<file path="src/rtl/cascade_timer_pkg.sv">
package cascade_timer_pkg;
    localparam int CNT_W    = 16;
    localparam int BYTE_W   = 8;
    localparam int NUM_CNT  = 3;
    localparam int NUM_IRQ  = 2;
    localparam int ADDR_W   = 3;
    localparam int PRE_IDX  = 2;
    localparam int MIN_CNT  = 2;

    localparam logic [ADDR_W-1:0] ADDR_CTRL = 3'd3;
    localparam logic [ADDR_W-1:0] ADDR_CLR  = 3'd4;

    localparam logic [1:0] ACC_WORD    = 2'b11;
    localparam logic [2:0] MODE_RATE   = 3'b010;
    localparam logic [2:0] MODE_STROBE = 3'b100;

    typedef struct packed {
        logic [1:0] sel;
        logic [1:0] acc;
        logic [2:0] mode;
        logic       rsvd;
    } ctrl_word_t;

    typedef struct packed {
        logic [CNT_W-1:0]  count;
        logic [CNT_W-1:0]  reload;
        logic [BYTE_W-1:0] lo_byte;
        logic              hi_next;
        logic              rate;
        logic              running;
    } cnt_state_t;

    function automatic logic [CNT_W-1:0] clamp_count(input logic [CNT_W-1:0] v);
        return (v < CNT_W'(MIN_CNT)) ? CNT_W'(MIN_CNT) : v;
    endfunction
endpackage

</file>
<file path="src/rtl/cascade_timer_dec.sv">
module cascade_timer_dec
    import cascade_timer_pkg::*;
(
    input  logic                wr_en,
    input  logic [ADDR_W-1:0]   wr_addr,
    input  logic [BYTE_W-1:0]   wr_data,
    output logic [NUM_CNT-1:0]  cfg_wr,
    output logic                cfg_rate,
    output logic [NUM_CNT-1:0]  data_wr,
    output logic                clr_wr
);
    ctrl_word_t cw;
    logic       ctrl_ok;

    assign cw       = ctrl_word_t'(wr_data);
    assign ctrl_ok  = wr_en && (wr_addr == ADDR_CTRL) && (cw.acc == ACC_WORD);
    assign cfg_rate = (cw.mode == MODE_RATE);
    assign clr_wr   = wr_en && (wr_addr == ADDR_CLR);

    for (genvar i = 0; i < NUM_CNT; i++) begin : g_sel
        assign cfg_wr[i]  = ctrl_ok && (cw.sel == 2'(i));
        assign data_wr[i] = wr_en && (wr_addr == ADDR_W'(i));
    end
endmodule

</file>
<file path="src/rtl/cascade_timer_counter.sv">
module cascade_timer_counter
    import cascade_timer_pkg::*;
(
    input  logic              clk,
    input  logic              rst,
    input  logic              cfg_wr,
    input  logic              cfg_rate,
    input  logic              data_wr,
    input  logic [BYTE_W-1:0] data,
    input  logic              en,
    output logic              tc
);
    cnt_state_t       st;
    logic [CNT_W-1:0] new_val;
    logic             load_hi;

    assign new_val = clamp_count({data, st.lo_byte});
    assign load_hi = data_wr && !cfg_wr && st.hi_next;
    assign tc      = st.running && en && (st.count == CNT_W'(1));

    always_ff @(posedge clk) begin
        if (rst) begin
            st <= '0;
        end else if (cfg_wr) begin
            st.rate    <= cfg_rate;
            st.hi_next <= 1'b0;
            st.running <= 1'b0;
        end else begin
            if (data_wr && !st.hi_next) begin
                st.lo_byte <= data;
                st.hi_next <= 1'b1;
            end
            if (load_hi) begin
                st.hi_next <= 1'b0;
                st.reload  <= new_val;
                st.count   <= new_val;
                st.running <= st.rate;
            end else if (st.running && en) begin
                st.count <= tc ? st.reload : st.count - CNT_W'(1);
            end
        end
    end

    p_run_nonzero_r4: assert property (@(posedge clk) disable iff (rst)
        st.running |-> (st.count != '0));
    p_ctrl_stops_r3: assert property (@(posedge clk) disable iff (rst)
        cfg_wr |=> !st.running);
    p_reload_r4: assert property (@(posedge clk) disable iff (rst)
        (tc && !cfg_wr && !data_wr) |=> (st.count == $past(st.reload)));
    p_strobe_quiet_r9: assert property (@(posedge clk) disable iff (rst)
        (cfg_wr && !cfg_rate) |=> !tc);
endmodule

</file>
<file path="src/rtl/cascade_timer_flags.sv">
module cascade_timer_flags
    import cascade_timer_pkg::*;
(
    input  logic               clk,
    input  logic               rst,
    input  logic [NUM_IRQ-1:0] set_in,
    input  logic               clr_wr,
    input  logic [NUM_IRQ-1:0] clr_mask,
    output logic [NUM_IRQ-1:0] flag
);
    for (genvar i = 0; i < NUM_IRQ; i++) begin : g_flag
        logic clr_i;
        assign clr_i = clr_wr && clr_mask[i];

        always_ff @(posedge clk) begin
            if (rst)            flag[i] <= 1'b0;
            else if (set_in[i]) flag[i] <= 1'b1;
            else if (clr_i)     flag[i] <= 1'b0;
        end

        p_set_wins_r8: assert property (@(posedge clk) disable iff (rst)
            set_in[i] |=> flag[i]);
        p_clear_r7: assert property (@(posedge clk) disable iff (rst)
            (clr_i && !set_in[i]) |=> !flag[i]);
        p_sticky_r6: assert property (@(posedge clk) disable iff (rst)
            (flag[i] && !clr_i) |=> flag[i]);
    end
endmodule

</file>
<file path="src/rtl/cascade_timer.sv">
module cascade_timer
    import cascade_timer_pkg::*;
(
    input  logic              clk,
    input  logic              rst,
    input  logic              tick,
    input  logic              wr_en,
    input  logic [2:0]        wr_addr,
    input  logic [7:0]        wr_data,
    output logic              irq0,
    output logic              irq1
);
    logic [NUM_CNT-1:0] cfg_wr;
    logic [NUM_CNT-1:0] data_wr;
    logic [NUM_CNT-1:0] cnt_en;
    logic [NUM_CNT-1:0] cnt_tc;
    logic [NUM_IRQ-1:0] flags;
    logic               cfg_rate;
    logic               clr_wr;

    cascade_timer_dec u_dec (
        .wr_en    (wr_en),
        .wr_addr  (wr_addr),
        .wr_data  (wr_data),
        .cfg_wr   (cfg_wr),
        .cfg_rate (cfg_rate),
        .data_wr  (data_wr),
        .clr_wr   (clr_wr)
    );

    for (genvar i = 0; i < NUM_CNT; i++) begin : g_cnt
        if (i == PRE_IDX) begin : g_pre
            assign cnt_en[i] = tick;
        end else begin : g_int
            assign cnt_en[i] = cnt_tc[PRE_IDX];
        end

        cascade_timer_counter u_cnt (
            .clk      (clk),
            .rst      (rst),
            .cfg_wr   (cfg_wr[i]),
            .cfg_rate (cfg_rate),
            .data_wr  (data_wr[i]),
            .data     (wr_data),
            .en       (cnt_en[i]),
            .tc       (cnt_tc[i])
        );
    end

    cascade_timer_flags u_flags (
        .clk      (clk),
        .rst      (rst),
        .set_in   (cnt_tc[NUM_IRQ-1:0]),
        .clr_wr   (clr_wr),
        .clr_mask (wr_data[NUM_IRQ-1:0]),
        .flag     (flags)
    );

    assign irq0 = flags[0];
    assign irq1 = flags[1];

    p_reset_idle_r1: assert property (@(posedge clk) disable iff (rst)
        $past(rst) |-> (!irq0 && !irq1));
endmodule

</file>
<file path="config.mk">
export PLATFORM = sky130hd
export DESIGN_NAME = cascade_timer
export DESIGN_NICKNAME = d
export VERILOG_FILES = /design/src/rtl/cascade_timer_pkg.sv /design/src/rtl/cascade_timer_dec.sv /design/src/rtl/cascade_timer_counter.sv /design/src/rtl/cascade_timer_flags.sv /design/src/rtl/cascade_timer.sv
export SDC_FILE = /design/constraint.sdc
export NUM_CORES = 1
export LEC_CHECK = 0
export CAP_MARGIN = 25
export CORE_UTILIZATION = 65
export DETAILED_ROUTE_END_ITERATION = 16
export PLACE_DENSITY = 0.84
export SLEW_MARGIN = 20
export SYNTH_ARGS = -nofsm -noshare
export SYNTH_HDL_FRONTEND = slang
export SYNTH_SLANG_ARGS = --single-unit
</file>
<file path="constraint.sdc">
create_clock -name clk -period 9.1 [get_ports clk]
set_clock_uncertainty 0.15 [all_clocks]
set_input_delay 2.73 -clock clk [delete_from_list [all_inputs] [get_ports clk]]
set_output_delay 2.73 -clock clk [all_outputs]
set_load 0.01 [all_outputs]
</file>
==> results of run 1 <==
[placed cells by master, fill, tap and decap left out, drive strengths merged, types with 8 or more instances in the layout]
cell,Yosys,routed
o21ai,33,33
nor3b,8,8
clkbuf,44,23
a21oi,86,86
nand2,131,131
nand4,8,8
xnor2,16,16
o211ai,13,13
or4,9,9
a211oi,21,21
nor2,103,103
mux2i,36,36
a31oi,8,8
clkdlybuf4s50,0,15
xor2,8,8
nor3,38,38
inv,11,11
nand3,12,12
nor4,21,21
buf,14,13
dfxtp,131,131
[layer usage]
layer	global-route usage (%)	up-vias
met2	57.0	289
li1	-	3008
met3	9.83	54
met4	15.7	0
met5	0	-
met1	44.7	2977
[power by group]
part | switching, mW | leakage, nW | internal (mW)
sequential | 0.00435 | 1.06 | 0.578
clock | 0.245 | 0.302 | 0.466
combinational | 0.0391 | 1.35 | 0.0217
[area by class of cell]
class                   instances  area (sq um)  share of cell area [%]
inverters                      11          41.3                   0.553
repair buffers                 28           275                    3.69
multi-input cells             644          3740                    50.1
flip-flops and latches        131          2620                    35.2
clock inverters                 9           151                    2.03
clock buffers                  23           467                    6.26
well taps                     133           166                    2.23
[sequential cells by signal, summed over array words and instances, names as in the netlist]
register and flops:
g_cnt.u_cnt.st 129, u_flags.flag 2
[per-stage QoR]
step / total power, mW / hold WS, ns / instance area, sq um
after floorplan: 0.631 / 0.281 / 6610
after global placement: 0.649 / 0.288 / 6790
after detailed placement: 0.651 / 0.295 / 6800
after CTS: 1.35 / 0.310 / 7410
after global routing: 1.38 / 0.328 / 7460
final: 1.35 / 0.308 / 7460
[worst min-delay path, delay by kind of cell (launching register included)]
kind / cells / cell delay, ns
flip-flops: 1 / 0.31
AND/OR/NAND/NOR: 1 / 0.05
AO/OA/AOI/OAI: 1 / 0.05
[logic make-up after synthesis]
group | synth area share [%]
buffers and inverters | 4.16
adder cells (fa/ha/maj) | 1.14
multiplexers | 5.79
flip-flops | 39.7
XOR/XNOR | 3.18
AO/OA/AOI/OAI | 19.1
AND/OR/NAND/NOR | 27.0
[final timing paths]
kind | from | end | slack, ns | cells past startpoint
max reg2reg | g_cnt[2].u_cnt.st[30] | g_cnt[2].u_cnt.st[34] | 5.77 | 7
min reg2reg | g_cnt[0].u_cnt.st[17] | g_cnt[0].u_cnt.st[17] | 0.31 | 2
max | wr_data[4] | g_cnt[2].u_cnt.st[40] | 3.79 | 6
min | g_cnt[0].u_cnt.st[17] | g_cnt[0].u_cnt.st[17] | 0.31 | 2
==> results.md, run 1 <==
- Fmax: about 0.19 GHz
- Slew Limit Fails: 0
- Setup WS pre-CTS: 3.21 ns
- Synth top area share: between 30% and 40%
- Die ar.: 0.0106 sq mm
- Clk Latency, worst-skew pair: 0.54 ns
- Post-synth EDFFs: 0
- Layout Nets: 854
- Kind of critical path: in -> reg
- Crit path buffers/inverters: 1
- Post-synthesis sequential area ratio: between 30% and 40%
- Post-Place Cells: 945
- Slowest CP cell: nor4_1
- Die Wd: 103 um
- Clock Tree Buf Depth: 2
- CP Launch Type: input port
- Sink Count: around 130
- Final ANT Viol Nets: 0
- # DRC: 0
- Non-Filler Instances: 979
- CP Max Fanout: 19
- DR WL/cell: 18.5 um
- N_diodes: 0
- Layout fillers: 739
- Initial Util: 67.4%
- Normalized max-slew margin: 26.5%
- Cell family with most CP delay: simple AND/OR/NAND/NOR gates
- Slew @ Worst Pin: 1.09 ns
- Synth top cells by count: dfxtp_1, nand2_1, nor2_1
- Status: completed
- Initial antenna violation count: 0
- Metal2 WL: 8720 um
- Largest cells by area after synthesis: dfxtp_1, nand2_1, a21oi_1, nor2_1, mux2i_1
- Core box area: 0.00982 sq mm
- Final hold vios: 0
- Largest net degree at the start of global routing: 109
- Clock root buffer master: clkbuf_8
- TritonCTS clock tree: yes
- Synthesized Nets: 865
- Hold Crit Class: reg -> reg
- Yosys warns: 0
- Crit-path cells: clkdlybuf4s50_1 -> nand4b_1 -> nor4_1 -> o21ai_2 -> and3_1 -> nor4_1
- CP Capture Type: flop
- Max-cap violations: 0
- Seq cells post-synth: approximately 130
- Row cnt: 36
- Yosys top cell by area: dfxtp_1
- Total negative slack: 0 ns
- Leak: 2.70 nW
- PnR worst setup slack: 3.79 ns
- Slowest stage delay, CP: between 0.8 and 0.9 ns
- Top Ports: 17
- DRT Pass-1 Iters: 5
- Clock-pin slew on the worst setup and hold paths: roughly 0.06 ns
- RSZ-0062 raised after global routing: false
- Die Ht: 103 um
- Overall Global Routing Usage: a little over a third
- Peak supply drop: roughly 150 uV
- Via Count: 6328
- # hold bufs at CTS: 0
- Post-CTS setup buffer count: 0
- CP arrival: about 5.6 ns
- Dominant synthesized flop cell: dfxtp_1
- Pwr Density: ~180 mW/mm^2
- Area growth, synth to finish: 12.8%
- Post-Syn Instances: 844
- Required time of the critical path: 9.40 ns
- CTS resizes: 0
- Fin util: between 70 and 80%
- RD Place Congestion: 0.922
- Final worst path period share: 58.4%
- Port Buffers: 16
- Detailed Place HPWL: around 11000 um
- Minimum clock period: 5.31 ns
- Total CTS buffers: 17
- Cell with the most instances on the worst path: nor4_1
- Vias/cell: roughly 6.5
- Post-synth ARST share: 0%
- Vias in the first global route: 5792
- DRT iter0 DRCs: ~570
- Syn avg cell area: between 7 and 8 sq um
- Mapped cell area: 0.00661 sq mm
- Layout cells sized above 1: under 10%
- Final WL: about 18000 um
- WL met3: 1410 um
- First-pass GRT wire length: around 28000 um
- H-tree level count: 4
- Top Metal Used: met4
- Cell variety after synth: 61
- Length of routed wiring on met1: 7430 um
- Setup Viol. Count Final: 0
- GRT overflow: 0
No activity file was read; power rests on OpenSTA's default activity.
==> run 2, diff against run 1 <==
CORE_UTILIZATION = 62   (was 65)
PLACE_DENSITY = 0.81   (was 0.84)
clock period = 4.9 ns   (was 9.1 ns; I/O delays follow)
==> run 2 against run 1 <==
  * Combinational power is 89% higher
  * Count of clock-buffer cells in the layout is 4 lower
  * Total power is 74% higher
==> results.md, run 2 (same netlist as run 1, synthesis figures left out) <==
- Overall Global Routing Usage: 33.8% (-1.7 points)
- Largest regs: g_cnt.u_cnt.st: 129 flops, u_flags.flag: 2 flops
- Post-CTS setup buffer count: 0 (unchanged)
- RSZ-0062 raised after global routing: false
- Port Buffers: 16 (unchanged)
- Crit path buffers/inverters: 1 (unchanged)
- Core box area: 0.0103 sq mm (+5.1%)
- Leak: 2.72 nW (+0.53%)
- RD Place Congestion: 0.900 (-2.3%)
- Die Ht: 105 um (+2.3%)
- CP Max Fanout: 17 (-2)
- Vias/cell: 6.45 (-0.26%)
- Minimum clock period: 3.50 ns
- Clock-pin slew on the worst setup and hold paths: 0.06 ns (about the same)
- TritonCTS clock tree: yes
- Sink Count: 131 (unchanged)
- Setup WS pre-CTS: 0.899 ns (-2.32 ns)
- FF/Latch Area: 0.00262 sq mm (unchanged)
- # hold bufs at CTS: 0 (unchanged)
- Layout Nets: 867 (+1.5%)
- Via Count: 6415 (+1.4%)
- Max-cap violations: 0 (unchanged)
- Setup Viol. Count Final: 0 (unchanged)
- Required time of the critical path: 5.17 ns (-4.23 ns)
- Area growth, synth to finish: 12.8% (about the same)
- Kind of critical path: in -> reg
- Layout fillers: 775 (+4.9%)
- Pwr Density: 315 mW/mm^2 (+73%)
- Total CTS buffers: 17 (unchanged)
- Slew @ Worst Pin: 1.01 ns (-0.0833 ns)
- Length of routed wiring on met1: 7390 um (-0.48%)
- PnR worst setup slack: 1.40 ns (-2.39 ns)
- # DRC: 0 (unchanged)
- CTS resizes: 0 (unchanged)
- Crit-path cells: clkdlybuf4s50_1 -> nor2_1 -> and3_1 -> nor4_2 -> a211oi_1 -> o22a_1
- Vias in the first global route: 6105 (+5.4%)
- WL met3: 1650 um (+17%)
- Final ANT Viol Nets: 0 (unchanged)
- Initial Util: 64.1% (-3.3 points)
- Fmax: roughly 0.29 GHz
- Status: completed
- GRT overflow: 0 (unchanged)
- Slew Limit Fails: 0 (unchanged)
- Metal2 WL: 8250 um (-5.3%)
- Die Wd: 105 um (+2.3%)
- Most frequent cells in the layout: nand2_1, dfxtp_1, nor2_1
- Slowest stage delay, CP: 0.70 ns (-0.17 ns)
- Total negative slack: 0 ns (unchanged)
- Peak supply drop: 344 uV (+130%)
- Top Metal Used: met4
- Biggest register: g_cnt.u_cnt.st
- Final worst path period share: 71.4%
- Max FFs per register: 129 (unchanged)
- DRT iter0 DRCs: 659 (+16%)
- Clock Tree Buf Depth: 2 (unchanged)
- First-pass GRT wire length: 29500 um (+3.7%)
- Layout cells sized above 1: 9.08% (+1.5 points)
- Final hold vios: 0 (unchanged)
- Final WL: 18000 um (-0.71%)
- Die ar.: 0.0111 sq mm (+4.8%)
- Clock root buffer master: clkbuf_8
- DR WL/cell: 18.1 um (-2.3%)
- CP arrival: 3.77 ns (-1.84 ns)
- CP Capture Type: flop
- Initial antenna violation count: 0 (unchanged)
- Clk Latency, worst-skew pair: 0.53 ns (about the same)
- Slowest CP cell: nor4_2
- Largest net degree at the start of global routing: 98 (-10%)
- Hold Crit Class: reg -> reg
- Top Ports: 17 (unchanged)
- H-tree level count: 4 (unchanged)
- Detailed Place HPWL: 11500 um (+3.6%)
- Cell family with most CP delay: simple AND/OR/NAND/NOR gates
- CP Launch Type: input port
- Row cnt: 37 (+2.8%)
- DRT Pass-1 Iters: 5 (unchanged)
- Multi-input logic area: 0.00373 sq mm (-0.13%)
- Normalized max-slew margin: 32.7% (+6.2 points)
- N_diodes: 0 (unchanged)
-- run 2: path summary, 6_finish.rpt --
check	cells past startpoint	startpoint	slack (ns)	to
setup / recovery	6	wr_addr[1]	1.40	g_cnt[0].u_cnt.st[41]
hold / removal	2	g_cnt[0].u_cnt.st[15]	0.30	g_cnt[0].u_cnt.st[15]
setup reg to reg	6	g_cnt[1].u_cnt.st[34]	1.57	g_cnt[1].u_cnt.st[42]
hold reg to reg	2	g_cnt[0].u_cnt.st[15]	0.30	g_cnt[0].u_cnt.st[15]
-- run 2: worst min-delay path: cells and delay by family, from the launching register on --
kind / cells / cell delay, ns
AND/OR/NAND/NOR: 1 / 0.05
flip-flops: 1 / 0.30
AO/OA/AOI/OAI: 1 / 0.05
-- run 2: power breakdown --
part	internal [mW]	switching, mW
clock network	0.683	0.471
logic	0.0428	0.0723
registers	1.07	0.00780
-- run 2: cell type report --
cell class,count,area share [%]
Tap cell,136,2.28
Multi-Input combinational cell,644,50.0
Timing Repair Buffer,41,4.73
Sequential cell,131,35.1
Inverter,11,0.553
Clock inverter,13,1.49
Clock buffer,19,5.78
-- run 2: metrics by stage --
stage | power (mW) | util [%] | hold WS, ns | instances | cell area [sq um]
floorplan | 1.17 | - | 0.281 | 844 | 6610
global placement | 1.21 | 66.8 | 0.289 | 962 | 6900
detailed placement | 1.21 | 66.9 | 0.293 | 962 | 6900
CTS | 2.36 | 72.1 | 0.301 | 994 | 7450
global route | 2.42 | 72.3 | 0.319 | 995 | 7460
finish | 2.35 | 72.3 | 0.298 | 995 | 7460
-- run 2: metal layers --
layer	up-vias	GRT usage, %
li1	3031	-
met1	3019	42.5
met2	308	52.8
met3	57	8.53
met4	0	19.0
met5	-	0
==> run 3, diff against run 2 <==
CORE_UTILIZATION = 56   (was 62)
PLACE_DENSITY = 0.77   (was 0.81)
clock period = 3 ns   (was 4.9 ns; I/O delays follow)
==> run 3 against run 2 <==
  * First-iteration DRC count grew 1.2%
  * Die area grew 11%
  * Final cell count grew 6.1%
  * Wire length grew 4.4%
  * Via count grew 2.4%
  * Largest power group unchanged
==> results.md, run 3 (same netlist as run 1, synthesis figures left out) <==
- Die Wd: 111 um (+5.1%)
- Met1 usage: 41.1% (-1.5 points)
- RD Place Congestion: 0.906 (+0.68%)
- Total CTS buffers: 17 (unchanged)
- DR WL/cell: 17.8 um (-1.7%)
- Port Buffers: 16 (unchanged)
- # hold bufs at CTS: 0 (unchanged)
- Hold path cells: 2 (unchanged)
- DRT iter0 DRCs: 667 (+1.2%)
- Post-Place Cells: 1024 (+6.4%)
- DRT Pass-1 Iters: 5 (unchanged)
- GR peak layer: met2
- Peak supply drop: 529 uV (+54%)
- Area growth, synth to finish: 21.7%
- Setup WS pre-CTS: -0.199 ns (-1.10 ns)
- Initial antenna violation count: 0 (unchanged)
- PnR worst setup slack: 0.147 ns (-1.25 ns)
- Sink Count: 131 (unchanged)
- Fmax: 0.350 GHz
- # DRC: 0 (unchanged)
- Initial Util: 57.7% (-6.4 points)
- Max FFs per register: 129 (unchanged)
- CP arrival: 3.02 ns (-0.75 ns)
- Normalized max-slew margin: 50.2% (+18 points)
- Slew @ Worst Pin: 0.740 ns (-0.270 ns)
- Clock root buffer master: clkbuf_16
- First-pass GRT wire length: 30900 um (+4.8%)
- Largest net degree at the start of global routing: 53 (-46%)
- Cell family with most CP delay: simple AND/OR/NAND/NOR gates
- R2R Path Start: g_cnt[2].u_cnt.st[30]
- Final WL: 18800 um (+4.4%)
- Vias in the first global route: 6251 (+2.4%)
- Final hold vios: 0 (unchanged)
- CP Depth: 6 (unchanged)
- Die ar.: 0.0122 sq mm (+11%)
- Leak: 3.05 nW (+12%)
- CTS resizes: 2 (+2)
- GRT overflow: 0 (unchanged)
- Most frequent cells in the layout: nand2_1, dfxtp_1, nor2_1
- Final ANT Viol Nets: 0 (unchanged)
- Non-Filler Instances: 1056 (+6.1%)
- Vias/cell: 6.22 (-3.5%)
- Multi-input logic area: 0.00375 sq mm (+0.54%)
- Kind of critical path: reg -> reg
- Layout cells sized above 1: 14.7% (+5.6 points)
- RR Endpoint: g_cnt[0].u_cnt.st[28]
- FF/Latch Area: 0.00262 sq mm (unchanged)
- H-tree level count: 4 (unchanged)
- Crit path buffers/inverters: 1 (unchanged)
- R2R depth: 6 (unchanged)
- CP Launch Type: flop
- Setup Viol. Count Final: 0 (unchanged)
- Clock-pin slew on the worst setup and hold paths: 0.06 ns (about the same)
- Via Count: 6571 (+2.4%)
- N_diodes: 0 (unchanged)
- Die Ht: 111 um (+5.1%)
- GR Layer Usage met3: 6.78% (-1.8 points)
- RSZ-0062 raised after global routing: false
- Clock Tree Buf Depth: 2 (unchanged)
- TritonCTS clock tree: yes
- Final worst path period share: roughly 95%
- Core box area: 0.0115 sq mm (+11%)
- Largest regs: g_cnt.u_cnt.st: 129 flops, u_flags.flag: 2 flops
- Clk Latency, worst-skew pair: 0.42 ns (-0.11 ns)
- Max-cap violations: 0 (unchanged)
- Cell with the most instances on the worst path: or4_4
- Slowest stage delay, CP: 0.58 ns (-0.12 ns)
- Top Ports: 17 (unchanged)
- Met2 GRT Util: 50.6% (-2.2 points)
- Slowest CP cell: or4_4
- Dpl cell area: 0.00743 sq mm (+7.6%)
- Fin util: 70.2% (-2.1 points)
- Pwr Density: 510 mW/mm^2 (+62%)
- Minimum clock period: approximately 2.9 ns
- Detailed Place HPWL: 12600 um (+9.7%)
- Hold Startpoint: g_cnt[2].u_cnt.st[20]
- Post-CTS setup buffer count: 0 (unchanged)
- Overall Global Routing Usage: 31.4% (-2.4 points)
- Total Power: 4.11 mW (+75%)
- Layout fillers: 873 (+13%)
- CP Max Fanout: 6 (-11)
- Hold Crit Class: reg -> reg
- Layout Nets: 921 (+6.2%)
- Status: completed
- Slew Limit Fails: 0 (unchanged)
- CP Capture Type: flop
- Worst R2R Setup Slack: 0.15 ns (-1.42 ns)
- Required time of the critical path: 3.16 ns (-2.01 ns)
- Row cnt: 39 (+5.4%)
- Hold endpoint: g_cnt[2].u_cnt.st[20]
- Crit-path cells: or4_4 -> or4_4 -> buf_4 -> nor3_2 -> nor2_1 -> a221oi_1
- Cell area after layout: 0.00805 sq mm (+7.9%)
- Biggest register: g_cnt.u_cnt.st
[run 3: cell count changes in the layout (fill, tap and decap cells not counted), moves of 2 or more]
cell / delta
clkbuf_1: +2
clkinv_4: -2
or4_1: -2
buf_12: +8
clkinv_2: -2
or4_4: +2
bufinv_16: +2
buf_4: +47
[run 3: final cells by class]
cell class | instances | share of cell area (%)
clock buffers | 23 | 5.94
clock inverters | 9 | 1.59
inverters | 11 | 0.513
multi-input cells | 644 | 46.6
flip-flops and latches | 131 | 32.6
well taps | 143 | 2.22
repair buffers | 95 | 10.6
[run 3: layer usage]
metal	vias up	part of all wire, %
met2	267	47
met5	-	0
li1	3137	-
met1	3124	44
met4	0	2.3
met3	43	7.0
[run 3: how the worst max path moves through the flow]
stage                     slack (ns)                   from                    end
after floorplan                0.007             wr_data[7]  g_cnt[2].u_cnt.st[38]
after global routing           0.008             wr_data[7]  g_cnt[2].u_cnt.st[41]
after CTS                       0.01  g_cnt[2].u_cnt.st[30]  g_cnt[2].u_cnt.st[35]
after global placement         -0.14             wr_data[5]  g_cnt[1].u_cnt.st[39]
after detailed placement       -0.20             wr_data[5]  g_cnt[0].u_cnt.st[28]
final                           0.15  g_cnt[2].u_cnt.st[30]  g_cnt[0].u_cnt.st[28]
[run 3: power by group]
part	leakage [nW]	internal [mW]	switching, mW
combinational	1.71	0.0902	0.124
sequential	1.06	1.75	0.0118
clock	0.289	1.37	0.760
total	3.05	3.21	0.896
[run 3: tightest hold or removal path: stages, from the launching register on]
cell,delay [ns]
dfxtp_1,0.30
nand2_1,0.05
a21oi_1,0.05
[run 3: stage by stage]
stage / hold WS (ns) / TNS (ns)
after floorplan: 0.281 / 0
after global placement: 0.291 / -2.23
after detailed placement: 0.295 / -4.06
after CTS: 0.302 / 0
after global routing: 0.318 / 0
final: 0.302 / 0
